==> src/rtl/tenure_pkg.sv <==
package tenure_pkg;
    typedef enum logic [1:0] {
        ST_IDLE  = 2'd0,
        ST_LOW   = 2'd1,
        ST_OTHER = 2'd2,
        ST_HIGH  = 2'd3
    } own_state_t;
endpackage

==> src/rtl/tenure_cfg_reg.sv <==
module tenure_cfg_reg #(
    parameter int CFG_W     = 8,
    parameter int GRAN_BITS = 3
) (
    input  logic             clk,
    input  logic             rst_n,
    input  logic             we,
    input  logic [CFG_W-1:0] wdata,
    output logic [CFG_W-1:0] value
);
    localparam logic [CFG_W-1:0] KEEP_MASK =
        {{(CFG_W-GRAN_BITS){1'b1}}, {GRAN_BITS{1'b0}}};

    logic [CFG_W-1:0] value_q;

    always_ff @(posedge clk) begin
        if (!rst_n) begin
            value_q <= '0;
        end else if (we) begin
            value_q <= wdata & KEEP_MASK;
        end
    end

    assign value = value_q;

    // read-back after a write carries the written bits, low field cleared
    a_r2_readback: assert property (@(posedge clk) disable iff (!rst_n)
        we |=> (value == ($past(wdata) & KEEP_MASK)));
endmodule

==> src/rtl/tenure_slice_timer.sv <==
module tenure_slice_timer #(
    parameter int CFG_W = 8
) (
    input  logic             clk,
    input  logic             rst_n,
    input  logic             start,
    input  logic             active,
    input  logic [CFG_W-1:0] len_in,
    output logic             expired
);
    localparam logic [CFG_W-1:0] ONE = CFG_W'(1);

    logic [CFG_W-1:0] remain_q;

    always_ff @(posedge clk) begin
        if (!rst_n) begin
            remain_q <= '0;
        end else if (start) begin
            remain_q <= (len_in == '0) ? '0 : (len_in - ONE);
        end else if (active && (remain_q != '0)) begin
            remain_q <= remain_q - ONE;
        end
    end

    assign expired = active && (remain_q == '0);

    // an unexpired running slice moves one step closer to expiry per clock
    a_r5_countdown: assert property (@(posedge clk) disable iff (!rst_n)
        (active && !start && !expired) |=> (remain_q == $past(remain_q) - ONE));

    // a fresh phase never starts already past a nonzero slice
    a_r10_load_fresh: assert property (@(posedge clk) disable iff (!rst_n)
        (start && (len_in > ONE)) |=> (remain_q == $past(len_in) - ONE));
endmodule

==> src/rtl/tenure_fsm.sv <==
module tenure_fsm
    import tenure_pkg::*;
(
    input  logic       clk,
    input  logic       rst_n,
    input  logic       low_req,
    input  logic       low_is_write,
    input  logic       other_req,
    input  logic       high_req,
    input  logic       expired,
    output own_state_t state,
    output logic       phase_start,
    output logic       gnt_low,
    output logic       gnt_other,
    output logic       gnt_high
);
    own_state_t state_q;
    own_state_t state_d;
    logic       phase_wr_q;
    logic       dir_change;

    assign dir_change = (state_q == ST_LOW) && low_req && (low_is_write != phase_wr_q);

    always_comb begin
        state_d = state_q;
        unique case (state_q)
            ST_IDLE: begin
                if (high_req)       state_d = ST_HIGH;
                else if (low_req)   state_d = ST_LOW;
                else if (other_req) state_d = ST_OTHER;
            end
            ST_LOW: begin
                if (high_req)                     state_d = ST_HIGH;
                else if (!low_req)                state_d = other_req ? ST_OTHER : ST_IDLE;
                else if (other_req && expired)    state_d = ST_OTHER;
            end
            ST_OTHER: begin
                if (high_req)        state_d = ST_HIGH;
                else if (!other_req) state_d = low_req ? ST_LOW : ST_IDLE;
            end
            ST_HIGH: begin
                if (!high_req) begin
                    if (low_req)        state_d = ST_LOW;
                    else if (other_req) state_d = ST_OTHER;
                    else                state_d = ST_IDLE;
                end
            end
            default: state_d = ST_IDLE;
        endcase
    end

    assign phase_start = (state_d == ST_LOW) && ((state_q != ST_LOW) || dir_change);

    always_ff @(posedge clk) begin
        if (!rst_n) begin
            state_q    <= ST_IDLE;
            phase_wr_q <= 1'b0;
        end else begin
            state_q <= state_d;
            if (phase_start) phase_wr_q <= low_is_write;
        end
    end

    always_comb begin
        gnt_low   = 1'b0;
        gnt_other = 1'b0;
        gnt_high  = 1'b0;
        unique case (state_q)
            ST_IDLE:  ;
            ST_LOW:   gnt_low   = 1'b1;
            ST_OTHER: gnt_other = 1'b1;
            ST_HIGH:  gnt_high  = 1'b1;
            default:  ;
        endcase
    end

    assign state = state_q;

    // idle with a low-priority request hands the bus to that owner
    a_r3_idle_to_low: assert property (@(posedge clk) disable iff (!rst_n)
        (state_q == ST_IDLE && low_req && !high_req) |=> gnt_low);

    // the other agents are not displaced while they still request
    a_r12_other_holds: assert property (@(posedge clk) disable iff (!rst_n)
        (gnt_other && other_req && !high_req) |=> gnt_other);
endmodule

==> src/rtl/lp_tenure_arbiter.sv <==
module lp_tenure_arbiter
    import tenure_pkg::*;
#(
    parameter int CFG_W     = 8,
    parameter int GRAN_BITS = 3
) (
    input  logic             clk,
    input  logic             rst_n,
    input  logic             cfg_we,
    input  logic [CFG_W-1:0] cfg_wdata,
    output logic [CFG_W-1:0] cfg_rdata,
    input  logic             low_req,
    input  logic             low_is_write,
    input  logic             other_req,
    input  logic             high_req,
    output logic             gnt_low,
    output logic             gnt_other,
    output logic             gnt_high,
    output logic             slice_done
);
    logic [CFG_W-1:0] slice_len;
    logic             phase_start;
    logic             expired;
    own_state_t       state;

    tenure_cfg_reg #(.CFG_W(CFG_W), .GRAN_BITS(GRAN_BITS)) i_cfg (
        .clk   (clk),
        .rst_n (rst_n),
        .we    (cfg_we),
        .wdata (cfg_wdata),
        .value (slice_len)
    );

    tenure_fsm i_fsm (
        .clk          (clk),
        .rst_n        (rst_n),
        .low_req      (low_req),
        .low_is_write (low_is_write),
        .other_req    (other_req),
        .high_req     (high_req),
        .expired      (expired),
        .state        (state),
        .phase_start  (phase_start),
        .gnt_low      (gnt_low),
        .gnt_other    (gnt_other),
        .gnt_high     (gnt_high)
    );

    tenure_slice_timer #(.CFG_W(CFG_W)) i_timer (
        .clk     (clk),
        .rst_n   (rst_n),
        .start   (phase_start),
        .active  (state == ST_LOW),
        .len_in  (slice_len),
        .expired (expired)
    );

    assign cfg_rdata  = slice_len;
    assign slice_done = expired;

    // at most one grant at any time
    a_r3_single_grant: assert property (@(posedge clk) disable iff (!rst_n)
        $onehot0({gnt_low, gnt_other, gnt_high}));

    // high priority wins the next clock regardless of the slice
    a_r7_high_takes_bus: assert property (@(posedge clk) disable iff (!rst_n)
        high_req |=> gnt_high);

    // no loss of the bus before expiry while the owner still requests
    a_r4_hold_until_expiry: assert property (@(posedge clk) disable iff (!rst_n)
        (gnt_low && low_req && !high_req && !slice_done) |=> gnt_low);

    // expiry with a waiting agent moves the bus
    a_r4_handoff_after_expiry: assert property (@(posedge clk) disable iff (!rst_n)
        (gnt_low && slice_done && low_req && other_req && !high_req) |=> gnt_other);

    // expiry with nobody waiting keeps the owner
    a_r6_keep_when_alone: assert property (@(posedge clk) disable iff (!rst_n)
        (gnt_low && slice_done && low_req && !other_req && !high_req) |=> gnt_low);
endmodule

==> config.mk <==
export PLATFORM = sky130hd
export DESIGN_NAME = lp_tenure_arbiter
export DESIGN_NICKNAME = d
export VERILOG_FILES = /design/src/rtl/tenure_pkg.sv /design/src/rtl/tenure_cfg_reg.sv /design/src/rtl/tenure_slice_timer.sv /design/src/rtl/tenure_fsm.sv /design/src/rtl/lp_tenure_arbiter.sv
export SDC_FILE = /design/constraint.sdc
export NUM_CORES = 1
export LEC_CHECK = 0
export ABC_AREA = 1
export ABC_CLOCK_PERIOD_IN_PS = 3150
export BUFFER_PORTS_ARGS = -buffer_cell sky130_fd_sc_hd__clkbuf_2
export CELL_PAD_IN_SITES_DETAIL_PLACEMENT = 1
export CELL_PAD_IN_SITES_GLOBAL_PLACEMENT = 1
export CORE_MARGIN = 2
export CORE_UTILIZATION = 39
export CTS_CLUSTER_SIZE = 16
export DETAILED_ROUTE_END_ITERATION = 8
export PLACE_DENSITY_LB_ADDON = 0.1
export SYNTH_ARGS = -nofsm -noshare
export SYNTH_HDL_FRONTEND = slang
export SYNTH_SLANG_ARGS = --single-unit
==> constraint.sdc <==
create_clock -name clk -period 3.15 [get_ports clk]
set_input_delay 0.4725 -clock clk [delete_from_list [all_inputs] [get_ports clk]]
set_output_delay 0.4725 -clock clk [all_outputs]
set_load 0.005 [all_outputs]
* Yosys cells after proc, flatten, opt, wreduce, memory -nomap -nowiden
Index checks and enable logic that the tools add are counted.
** Cells by class
- Add/sub/neg operators :: 2
- Reduce and logical (&&, ||, !) cells :: 12
- Eq/ne operators :: 6
- Muxes and demuxes :: 19
** Operators by type and width (number)
- 8-bit 2-to-1 mux :: 3
- 2-bit 2-to-1 mux :: 11
- 8-bit zero test :: 2
- 8-bit by 1-bit subtractor with 8-bit output, second input constant :: 2
- 2-bit case mux with 4 select lines :: 1
- 8-bit nonzero test :: 1
- 1-bit logical AND :: 6
- 2-bit by 1-bit == test with 1-bit output, second input constant :: 2
- 2-bit == test, second input constant :: 2
- 1-bit 2-to-1 mux :: 4
- 2-bit zero test :: 1
- 2-bit by 1-bit != test with 1-bit output, second input constant :: 1
- 2-bit nonzero test :: 1
- 1-bit logical OR :: 1
- 1-bit != test :: 1
** Storage, ports and cells
- Input port bits :: 15
- Logic and storage cells :: 43
- Output and inout port bits :: 12
- Bits in registers :: 16

* Longest topological paths before layout
Gate-level depths: netlist of the first run.
- Word-level depth :: 10
- Gate-level depth with buffers :: 13

* By module
A second synthesis of the first run with hierarchy kept.
** Unflattened totals
- Cells, all modules :: 224
- Area total of the unflattened synthesis :: 1317.5 um^2
** Modules (own cells, without submodules)
- tenure_slice_timer :: seq. area each 160.2 um^2, area an instance 807.0 um^2, instances 1, cells an instance 140
- tenure_fsm :: seq. area each 60.1 um^2, area an instance 269.0 um^2, instances 1, cells an instance 47
- tenure_cfg_reg :: seq. area each 100.1 um^2, area an instance 231.5 um^2, instances 1, cells an instance 35
- lp_tenure_arbiter :: seq. area each 0.0 um^2, area an instance 10.0 um^2, instances 1, cells an instance 2

* Least setup slack after synthesis of the first run
OpenSTA, ideal clock, no wires.
- Path type :: register to register
- Start :: register i_timer.remain_q[0]
- End :: register i_timer.remain_q[1]
- Cell stages (with the launch flop) :: 14
- Arrival :: 1365 ps
- Clock period less this slack :: 1483 ps
- Path slack :: 1667 ps
- Required time :: 3032 ps
- Library setup time :: 118 ps
- Path through :: dfxtp_1 inv_1 ha_1 nand2_1 nor2_4 nand3_2 nand2_2 nand2_2 nand2_4 nor2_8 nand2_1 nand2_1 nor2_1 nor2_1
** On the way
- Longest elaborated chain between the ends :: 10
- Elaborated cells between the ends (all ways) :: 15
** RTL lines
- start, declared :: line tenure_slice_timer.sv:13 : logic [CFG_W-1:0] remain_q;
- start signal, assigned :: line tenure_slice_timer.sv:19 : remain_q <= (len_in == '0) ? '0 : (len_in - ONE);
- start signal, assigned :: line tenure_slice_timer.sv:21 : remain_q <= remain_q - ONE;
- 8-bit zero test :: line tenure_slice_timer.sv:25 : assign expired = active && (remain_q == '0);
- 1-bit logical AND :: line tenure_slice_timer.sv:25
- 1-bit logical AND :: line tenure_fsm.sv:35 : else if (other_req && expired) state_d = ST_OTHER;
- 2-bit 2-to-1 mux :: line tenure_fsm.sv:35
- 2-bit 2-to-1 mux :: line tenure_fsm.sv:34 : else if (!low_req) state_d = other_req ? ST_OTHER : ST_IDLE;
- 2-bit 2-to-1 mux :: line tenure_fsm.sv:33 : if (high_req) state_d = ST_HIGH;
- 2-bit case mux with 4 select lines :: line tenure_fsm.sv:26 : unique case (state_q)
- 2-bit by 1-bit == test with 1-bit output :: line tenure_fsm.sv:52 : assign phase_start = (state_d == ST_LOW) && ((state_q != ST_LOW) || dir_change);
- 1-bit logical AND :: line tenure_fsm.sv:52
- 8-bit 2-to-1 mux or 2-bit nonzero test (tied branches)
Several ways; a longest one is shown, not always the timed one. The select of a mux whose other input is x is not followed.
A chain may end at the register's enable or synchronous reset.

* Worst setup path in the final report of the first run
- Start :: register i_timer.remain_q[0]
- End :: output slice_done
** On the way
- Longest elaborated chain between the ends :: 2
** RTL lines
- 8-bit zero test :: line tenure_slice_timer.sv:25
- 1-bit logical AND :: line tenure_slice_timer.sv:25
- end, declared :: line lp_tenure_arbiter.sv:19 : output logic slice_done
Every way passes these cells.

==> results of run 1 <==
-- per-stage QoR --
stage	area, um2	utilization (%)	hold slack (ns)	std cells
2_1_floorplan	1110	-	0.456	165
5_1_grt	1270	46.3	0.439	217
6_report	1270	46.3	0.405	217
3_3_place_gp	1230	45.0	0.473	213
3_5_place_dp	1230	45.0	0.479	213
4_1_cts	1270	46.3	0.399	217
-- routing by layer --
layer | vias to the layer above | track usage (%)
li1 | 560 | -
met4 | 0 | 8.97
met5 | - | 0
met1 | 480 | 22.2
met2 | 17 | 32.3
met3 | 5 | 2.27
-- power breakdown --
| group | internal, mW | total (mW) | switching (mW) |
|---|---|---|---|
| clock | 0.0706 | 0.147 | 0.0761 |
| sequential | 0.230 | 0.256 | 0.0262 |
| combinational | 0.115 | 0.296 | 0.180 |
-- cell usage in the layout, fill, tap and decap left out, drive strengths merged --
master / synthesis / routed
or2: 2 / 2
nor2: 26 / 26
clkinv: 1 / 1
dfxtp: 16 / 16
xor2: 5 / 5
o21ai: 7 / 7
conb: 1 / 3
inv: 21 / 21
xnor2: 2 / 2
clkbuf: 0 / 24
a21boi: 1 / 1
nand3: 9 / 9
nand4: 2 / 2
a21oi: 12 / 12
o22ai: 5 / 5
ha: 3 / 3
nand2: 45 / 45
o211ai: 2 / 2
-- sequential cells by signal, summed over array words and instances, names as in the netlist --
| register | cells |
|---|---|
| i_timer.remain_q | 8 |
| i_cfg.value | 5 |
| i_fsm.phase_wr_q | 1 |
| i_fsm.state | 2 |
-- cell families (layout without fill, tap and decap cells) --
logic type	after synthesis	in the layout	synth area share [%]
AND/OR/NAND/NOR	84	84	38.5
AO/OA/AOI/OAI	27	27	13.8
buffers and inverters	25	46	9.50
flip-flops	16	16	29.0
XOR/XNOR	7	7	5.54
adder cells (fa/ha/maj)	3	3	3.39
other	1	3	0.339
-- worst max-delay path: cells and delay by family, from the launching register on --
family	cells	cell delay (ns)
DFF	1	0.34
and+or+nand+nor	3	0.33
adders and majority gates	1	0.18
buffers and inverters	3	0.31
-- cell type report --
type | count | share of cell area, %
Multi-Input combinational cell | 124 | 54.3
Sequential cell | 16 | 25.3
Timing Repair Buffer | 20 | 7.91
Inverter | 22 | 6.52
Tap cell | 31 | 3.06
Clock buffer | 4 | 2.87
-- how the worst min path moves through the flow --
stage | start | to | slack, ns | depth (start not counted)
floorplan | i_timer.remain_q[5]$_SDFFE_PN0P_ | i_timer.remain_q[5]$_SDFFE_PN0P_ | 0.46 | 2
global placement | i_timer.remain_q[5]$_SDFFE_PN0P_ | i_timer.remain_q[5]$_SDFFE_PN0P_ | 0.47 | 2
detailed placement | i_timer.remain_q[5]$_SDFFE_PN0P_ | i_timer.remain_q[5]$_SDFFE_PN0P_ | 0.48 | 2
CTS | cfg_wdata[7] | i_cfg.value[7]$_SDFFE_PN0P_ | 0.40 | 3
global route | cfg_wdata[7] | i_cfg.value[7]$_SDFFE_PN0P_ | 0.44 | 3
finish | cfg_wdata[7] | i_cfg.value[7]$_SDFFE_PN0P_ | 0.41 | 3
==> results_dict.tcl, run 1 <==
set metrics [dict create \
    grt.total_usage_pct 18.4 \
    grt_pass1_wl_um 4690 \
    p_per_area_nw_per_um2 552 \
    vias 1062 \
    cp_data_arrival_time_ns 1.46 \
    reg2reg_depth 12 \
    yosysWarnings 0 \
    viasPerCell 4.89 \
    yosys-top-cells-count "38 x nand2_1, 22 x nor2_1, 18 x inv_1" \
    hold_path.class "in2reg" \
    slew_violations 0 \
    synth_top_area_share_pct 29.0 \
    diodes 0 \
    synth_top_area_cell "dfxtp_1" \
    wl_met3_um 75 \
    cp_common_cell "inv_1" \
    synth.distinct_cells 29 \
    multi_input_area_um2 688 \
    pre_cts_ws_ns 1.35 \
    path_class "reg2out" \
    regArea_um2 320 \
    fmax_ghz 0.518 \
    cts_resized 0 \
    ys_seq_elements 16 \
    fillers 369 \
    yosysSeqAreaShare_pct 29.0 \
    cp_max_fo 4 \
    syn_to_final_growth_pct 14.5 \
    crit_path_top_delay_cell "dfxtp_1" \
    dominantRegCellSynth "dfxtp_1" \
    antenna_found_initial 0 \
    row_count 19 \
    grt_setup_unrepaired "false" \
    drv_cap 0 \
    reg2reg_slack_ns 1.43 \
    wl_um 2600 \
    status "complete, no violations" \
    wl_per_cell_um 12.0 \
    drc 0 \
    antenna_left 0 \
    netlist_area_um2 1110 \
    root_buffer "clkbuf_4" \
    numPortBuffers 20 \
    total_power_mw 0.698 \
    synthArstFlopShare_pct 0 \
    setup_tns_ns 0 \
    dieArea_um2 3280 \
    m1WireLength_um 1220 \
    dp_hpwl_um 2090 \
    core_area_um2 2730 \
    cts_buffers 3 \
    clk_latency_ns 0.30 \
    rr_startpoint "i_timer.remain_q[0]$_SDFFE_PN0P_" \
    dr.pass1.iters 4 \
    grt_overflow 0 \
    synthTopCellsByArea "dfxtp_1 29%, nand2_1 13%, nor2_1 7.5%" \
    setup_viol 0 \
    r2r-end "i_timer.remain_q[1]$_SDFFE_PN0P_" \
    worstPathCellList "inv_1, ha_1, nand2_1, nor2_4, inv_1, nor2_1, clkbuf_2" \
    ios 27 \
    die_w_um 57.3 \
    htreeDepth 1 \
    fin_nets 205 \
    initial_core_util_pct 40.5 \
    cts_tree "built" \
    hold_violations 0 \
    grt_pass1_vias 1115 \
    highest_layer "met4" \
    ir_drop_v 0.000290 \
    yosysMostFrequentCell "nand2_1" \
    period_needed_ns 1.93 \
    synth_edf_count 0 \
    drt_iter0_drc 24 \
    finalCritPeriodShare_pct 61.3 \
    setup.worst_path.start "i_timer.remain_q[0]$_SDFFE_PN0P_" \
    cts_setup_buffers 0 \
    postSynthCellCount 163 \
    clk_pin_slew_worst_paths_ns 0.11 \
    numClockSinks 16 \
    place.gp.congestion 0.776 \
    cts_hold_buf 0 \
    die_h_um 57.3 \
    grt_max_degree 11 \
    crit_end "slice_done" \
    power.leakage_nw 0.635 \
    syn_area_per_cell_um2 6.79 \
    cp-start-kind "flop" \
    skew_ns 0.00175 \
    critical_path.max_stage_delay_ns 0.34 \
    wl_met2_um 1250 \
    drive_above_1_share_pct 23.7 \
    end_kind "output pin" \
    worst_slack_ns 1.22 \
    clock_path_buffers 2 \
    worstPathRequired_ns 2.68 \
]
(Power assumes the default switching activity.)
==> inputs of run 2 (changes only) <==
--- a/config.mk
+++ b/config.mk
@@ -6,12 +6,12 @@
 export NUM_CORES = 1
 export LEC_CHECK = 0
 export ABC_AREA = 1
-export ABC_CLOCK_PERIOD_IN_PS = 3150
+export ABC_CLOCK_PERIOD_IN_PS = 1800
 export BUFFER_PORTS_ARGS = -buffer_cell sky130_fd_sc_hd__clkbuf_2
 export CELL_PAD_IN_SITES_DETAIL_PLACEMENT = 1
 export CELL_PAD_IN_SITES_GLOBAL_PLACEMENT = 1
 export CORE_MARGIN = 2
-export CORE_UTILIZATION = 39
+export CORE_UTILIZATION = 36
 export CTS_CLUSTER_SIZE = 16
 export DETAILED_ROUTE_END_ITERATION = 8
 export PLACE_DENSITY_LB_ADDON = 0.1
==> constraint.sdc (replaced) <==
create_clock -name clk -period 1.8 [get_ports clk]
set_input_delay 0.27 -clock clk [delete_from_list [all_inputs] [get_ports clk]]
set_output_delay 0.27 -clock clk [all_outputs]
set_load 0.005 [all_outputs]
==> run 2 against run 1 <==
Routed wire length increased by 2.5%. Sequential share of layout area decreased by 0.59 points. Setup slack worse by 1.1 ns. Hold slack worse by 0.19 ns. Combinational power rose by 83%. First-iteration DRC count shrank 4.2%. Clock skew rose by 0.0022 ns. Register-to-register slack worse by 1.2 ns. Power rose by 78%. Count of clock-buffer cells in the layout did not move. Sequential cell count unchanged. Die area rose by 7.7%. Critical path type unchanged. Largest power group unchanged.
==> results_dict.tcl, run 2 (synthesized netlist as in run 1, its figures left out) <==
set metrics [dict create \
    largest-register "i_timer.remain_q" \
    vias 1079 \
    clock_path_buffers 2 \
    clock_power_share_pct 20.3 \
    numClockSinks 16 \
    cp-start-kind "flop" \
    drv_cap 0 \
    antenna_found_initial 0 \
    switching_share_pct 40.2 \
    drive_above_1_share_pct 27.0 \
    pwr-share-seq_pct 36.1 \
    end_kind "output pin" \
    cp_data_arrival_time_ns 1.42 \
    grt_overflow 0 \
    grt_max_degree 11 \
    antenna_left 0 \
    final_common_cell "nand2_1" \
    ir_drop_v 0.000463 \
    skew_ns 0.00394 \
    worstPathRequired_ns 1.53 \
    multi_input_area_um2 697 \
    row_count 20 \
    p_int_mw 0.745 \
    worst_slack_ns 0.114 \
    die_w_um 59.4 \
    m1WireLength_um 1210 \
    dr.pass1.iters 2 \
    slew_violations 0 \
    period_needed_ns 1.69 \
    syn_to_final_growth_pct 17.6 \
    wl_met2_um 1330 \
    fin_nets 208 \
    hold_violations 0 \
    holdWs_ns 0.216 \
    power.switching_mw 0.500 \
    final_util_pct 43.7 \
    cp_max_fo 3 \
    grt_pass1_vias 1013 \
    cts_tree "built" \
    finalCritPeriodShare_pct 93.7 \
    grt_pass1_wl_um 4760 \
    diodes 0 \
    place_area_um2 1250 \
    p_per_area_nw_per_um2 956 \
    clk_latency_ns 0.30 \
    pre_cts_ws_ns 0.0760 \
    largest_reg_flops 8 \
    die_h_um 59.4 \
    setup_viol 0 \
    combPwrFrac_pct 43.7 \
    dieArea_um2 3530 \
    wl_um 2660 \
    mostFrequentLayoutCells "37 x nand2_1, 21 x nor2_1, 20 x clkbuf_2, 18 x inv_1, 15 x dfxtp_1" \
    highest_layer "met4" \
    core_area_um2 2980 \
    hold_path.class "in2reg" \
    fillers 408 \
    wl_per_cell_um 12.0 \
    path_class "reg2out" \
    root_buffer "clkbuf_4" \
    design_area_um2 1300 \
    ios 27 \
    viasPerCell 4.86 \
    grt.total_usage_pct 17.8 \
    cts_buffers 3 \
    htreeDepth 1 \
    clk_pin_slew_worst_paths_ns 0.10 \
    wl_met3_um 76 \
    regArea_um2 322 \
    power.leakage_nw 0.652 \
    dp_hpwl_um 2230 \
    status "complete, no violations" \
    total_power_mw 1.24 \
    initial_core_util_pct 37.1 \
    numPortBuffers 20 \
    place.gp.congestion 0.779 \
    drt_iter0_drc 23 \
    drc 0 \
    fmax_ghz 0.593 \
]
[run 2: layout make-up]
| cell class | count | share of cell area [%] |
|---|---|---|
| inverter | 22 | 6.35 |
| timing repair buffer | 23 | 9.42 |
| sequential | 16 | 24.7 |
| multi-input combinational | 124 | 53.6 |
| clock buffer | 4 | 2.79 |
| tap | 33 | 3.17 |
[run 2: power by group through the flow]
stage | logic, mW | registers (mW) | clock network, mW
5_1_grt | 0.618 | 0.459 | 0.284
4_1_cts | 0.546 | 0.449 | 0.264
2_1_floorplan | 0.413 | 0.447 | 0
3_5_place_dp | 0.543 | 0.457 | 0
6_report | 0.543 | 0.449 | 0.252
3_3_place_gp | 0.530 | 0.453 | 0
[run 2: stage by stage]
stage	instances	setup TNS, ns
after floorplan	165	0
after global placement	217	0
after detailed placement	217	0
after CTS	221	0
after global routing	222	-0.00280
final	222	0
[run 2: worst max-delay path, stage by stage (launching register included)]
cell	delay [ns]
dfxtp_1	0.32
inv_1	0.09
ha_1	0.17
nand2_1	0.09
nor2_4	0.13
inv_1	0.09
nor2_1	0.10
clkbuf_2	0.12
[run 2: worst paths after layout]
kind	startpoint	end	slack [ns]	cells after the start
max	i_timer.remain_q[1]$_SDFFE_PN0P_	slice_done	0.11	7
min	cfg_wdata[7]	i_cfg.value[7]$_SDFFE_PN0P_	0.22	3
max reg2reg	i_timer.remain_q[0]$_SDFFE_PN0P_	i_timer.remain_q[3]$_SDFFE_PN0P_	0.19	12
min reg2reg	i_timer.remain_q[7]$_SDFFE_PN0P_	i_timer.remain_q[7]$_SDFFE_PN0P_	0.52	2
[run 2: repair_timing]
| action | CTS | global route |
|---|---|---|
| setup buffers | 0 | 1 |
| hold buffers | 0 | 0 |
| endpoints found under the setup margin | 0 | 8 |
| resized for setup | 0 | 5 |
[run 2: metal layers]
layer,global-route usage [%],up-vias
li1,-,564
met1,22.9,497
met2,28.9,13
met3,3.06,5
met4,7.79,0
met5,0,-
